<file path="config.mk">
export PLATFORM = sky130hd
export DESIGN_NAME = fp_ctl_status
export DESIGN_NICKNAME = d
export VERILOG_FILES = /design/src/rtl/fp_ctl_status.sv
export SDC_FILE = /design/constraint.sdc
export NUM_CORES = 1
export LEC_CHECK = 0
export BUFFER_PORTS_ARGS = -buffer_cell sky130_fd_sc_hd__buf_2
export CELL_PAD_IN_SITES_DETAIL_PLACEMENT = 2
export CELL_PAD_IN_SITES_GLOBAL_PLACEMENT = 2
export CORE_MARGIN = 2
export CORE_UTILIZATION = 23
export DETAILED_ROUTE_END_ITERATION = 16
export GPL_ROUTABILITY_DRIVEN = 1
export PLACE_DENSITY_LB_ADDON = 0.1
export SYNTH_ARGS = -nofsm -noshare
export SYNTH_HDL_FRONTEND = slang
export SYNTH_SLANG_ARGS = --single-unit
export TNS_END_PERCENT = 50
</file>
<file path="constraint.sdc">
create_clock -name clk -period 2.1 [get_ports clk]
set_input_delay 0.63 -clock clk [delete_from_list [all_inputs] [get_ports clk]]
set_output_delay 0.63 -clock clk [all_outputs]
set_load 0.02 [all_outputs]
</file>
<file path="src/rtl/fp_ctl_status.sv">
module fp_ctl_status #(
  parameter int SEL_W      = 5,
  parameter int STATUS_SEL = 31,
  parameter int CC_IW      = 3
) (
  input  logic             clk,
  input  logic             rst_n,
  input  logic             sw_wr_en,
  input  logic [SEL_W-1:0] sw_wr_sel,
  input  logic [31:0]      sw_wr_data,
  input  logic [SEL_W-1:0] rd_sel,
  output logic [31:0]      rd_data,
  input  logic             op_valid,
  input  logic [5:0]       op_cause,
  input  logic             op_cc_wr,
  input  logic [CC_IW-1:0] op_cc_idx,
  input  logic             op_cc_val,
  output logic             commit_ok,
  output logic             trap_o,
  output logic [1:0]       round_mode
);
  localparam logic [31:0] WR_MASK = 32'hFE83_FFFF;
  localparam logic [SEL_W-1:0] SEL = SEL_W'(STATUS_SEL);

  logic [31:0] csr_q, after_sw, after_op, csr_d;
  logic        op_traps, trap_q;
  logic [4:0]  cc_pos;

  function automatic logic pending(input logic [31:0] w);
    return w[17] | (|(w[16:12] & w[11:7]));
  endfunction

  assign after_sw = (sw_wr_sel == SEL) ? ((sw_wr_data & WR_MASK) | (csr_q & ~WR_MASK)) : csr_q;
  assign op_traps = op_cause[5] | (|(op_cause[4:0] & csr_q[11:7]));
  assign cc_pos   = (op_cc_idx == '0) ? 5'd23 : 5'd24 + 5'(op_cc_idx);

  always_comb begin
    after_op        = csr_q;
    after_op[17:12] = op_cause;
    after_op[6:2]   = csr_q[6:2] | op_cause[4:0];
    if (op_cc_wr && !op_traps) after_op[cc_pos] = op_cc_val;
  end

  assign csr_d = sw_wr_en ? after_sw : (op_valid ? after_op : csr_q);

  always_ff @(posedge clk) begin
    if (!rst_n) begin
      csr_q  <= '0;
      trap_q <= 1'b0;
    end else begin
      csr_q  <= csr_d;
      trap_q <= (sw_wr_en | op_valid) & pending(csr_d);
    end
  end

  assign commit_ok  = op_valid & ~sw_wr_en & ~op_traps;
  assign trap_o     = trap_q;
  assign rd_data    = (rd_sel == SEL) ? csr_q : 32'h0;
  assign round_mode = csr_q[1:0];
endmodule

</file>
==> metrics.txt <==
Worst IR Drop VDD=0.000210 V; # IOs=93; first-pass GRT wire length=9330 um; vias in the first global route=1832; die area=7940 um2; FP Rows=31; CTS Sinks=33; Leak=0.00121 uW; run status=complete, but fails checks; starting density of the core=23.3%; via count=1785; crit path cell chain=buf_6 > a222oi_1 > buf_4 > and4_4 > nor2b_4 > buf_6; Final nets=352; register area share after synthesis=39.7%; hold path startpoint=csr_q[19]; Buf/Inv on CP=3; drt initial violations=35; filler cell count=832; Synth Warn #=0; path category of the worst min-delay check=reg -> reg; Clock Path Buffers=2; EDFF count, synth=0; CP max stage cell=a222oi_1; core box area=7140 um2; Mapped Cells=198; antenna diode count=0; CP top delay family=buffers and inverters; CTS tree=yes; Synthesized Nets=255; buffers added on ports=86; Seq cells post-synth=33; max-slew violation count=0; Setup CP Type=in -> out; Worst slew margin=71.1%; clk_skew=0.00195 ns; Peak Freq=434 MHz; DP HPWL=4360 um; Synth Cell Area=1670 um2; Clk Latency, worst-skew pair=0.28 ns; asr flop ratio synth=0%; failing checks=negative setup slack; Via density=4.52; setup TNS=-0.261 ns; critical path capture point type=output port; critical path arrival=1.67 ns; DRC=0; worst slew pin tran=0.433 ns; period utilization=110%; htree depth=2; r2r startpoint=csr_q[7]; Area Overhead vs Synth=66.0%; CP most frequent cell=buf_6; CP required=1.47 ns; initial antenna violation count=0; routability-driven placement congestion ratio=0.706; Netlist cell types=38; WL final=6280 um; CTS clk-pin slew, worst paths=0.07 ns; Num CTS Buffers=5; Die Span Y=89.1 um; DR WL/cell=15.9 um; share of cells above drive strength 1=47.6%; P per Cell Area=494 nW/um2; post-route ant nets=0; Hold Violations, Final=0; All-Layer GR Usage=15.3%; setup ws final=-0.202 ns; startpoint types=primary input; Mapped Avg Cell Area=8.41 um2; RSZ-0062 raised after global routing=true; dominant synthesized flop cell=dfxtp_1; # Max-Cap Violations=0; Finish-stage setup viols=11; DR pass1 iterations=4; Worst R2R Setup Slack=0.23 ns; Core Util, Final=38.7%; Hold-fix buffers, CTS=0; pin count of the biggest net entering global routing=33; grt total ovfl=0; clock root buffer master=clkbuf_8; Die Wd=89.1 um; Worst setup startpoint=op_cause[0]; crit path max fanout=2; Worst path max stage delay=0.32 ns; min cycle time layout=2.30 ns
==> cells in the final DEF (no fill, tap or decap), types with 6 or more instances in the layout <==
cell type	instances
nand2_1	26
a31oi_1	11
buf_4	17
and2_1	28
dfxtp_1	33
buf_2	49
buf_6	34
nor2_1	8
o311ai_1	6
a21oi_1	6
clkbuf_8	7
and2_4	21
==> sequential cells by signal, indices dropped and copies added (netlist names) <==
register and flops:
csr_q 32, trap_o 1
==> what timing repair did <==
action                                  CTS  global route
endpoints found under the hold margin     0             0
endpoints found under the setup margin    1            25
setup buffers                             0             0
pin swaps                                 2            18
resized for setup                         4            93
cloned                                    0             2
==> cell usage after synthesis (3+ instances only) <==
master    instances  share of area (%)
a21oi_1           6                1.8
a221o_1           3                1.8
a221oi_1          3                1.6
a31oi_1          11                4.1
and2_1           49                 18
buf_4             3                1.4
clkbuf_1         10                2.3
dfxtp_1          33                 40
inv_1             3               0.68
mux2i_1           3                1.8
nand2_1          26                5.9
nand3_1           4                1.2
nor2_1            9                2.0
nor2b_1           3                1.1
o311ai_0          3                1.6
o311ai_1          3                1.6
==> metal layers <==
| metal | track usage (%) | vias to the layer above | part of all wire, % |
|---|---|---|---|
| met4 | 3.66 | 0 | 0.56 |
| met5 | 0 | - | 0 |
| met3 | 3.88 | 5 | 5.0 |
| met1 | 21.1 | 841 | 47 |
| met2 | 24.2 | 56 | 47 |
| li1 | - | 883 | - |
==> logic make-up after synthesis <==
kind of cell	count (synthesis)	synth area share (%)
flops	33	39.7
compound gates	38	17.0
buf+inv	18	5.26
simple gates	104	34.9
mux	5	3.16
==> area by class of cell <==
| cell class | count | area (um2) | share of cell area [%] |
|---|---|---|---|
| Multi-Input combinational cell | 147 | 1000 | 36.2 |
| Clock buffer | 7 | 96.3 | 3.48 |
| Tap cell | 99 | 124 | 4.48 |
| Timing Repair Buffer | 105 | 866 | 31.3 |
| Clock inverter | 1 | 5.00 | 0.181 |
| Sequential cell | 33 | 661 | 23.9 |
| Inverter | 3 | 11.3 | 0.407 |
==> worst paths after layout <==
| kind | to | depth (start not counted) |
|---|---|---|
| worst min-delay path | csr_q[19] | 1 |
| worst max-delay path | commit_ok | 6 |
| worst min register to register | csr_q[19] | 1 |
| worst max register to register | csr_q[25] | 7 |
==> per-stage QoR <==
| stage | hold slack [ns] | cells | worst slack, ns | area, um2 | total power [uW] |
|---|---|---|---|---|---|
| after floorplan | 0.421 | 198 | 0.000348 | 1670 | 726 |
| after global placement | 0.435 | 385 | -0.272 | 2310 | 822 |
| after detailed placement | 0.435 | 385 | -0.290 | 2310 | 824 |
| after CTS | 0.458 | 393 | -0.218 | 2430 | 1370 |
| after global routing | 0.498 | 395 | -0.278 | 2770 | 1440 |
| final | 0.459 | 395 | -0.202 | 2770 | 1370 |
==> power breakdown <==
| group | switching [uW] | internal [uW] |
|---|---|---|
| logic | 86.6 | 90.5 |
| registers | 7.74 | 640 |
| clock network | 243 | 297 |
Power figures use the tool's default switching activity.
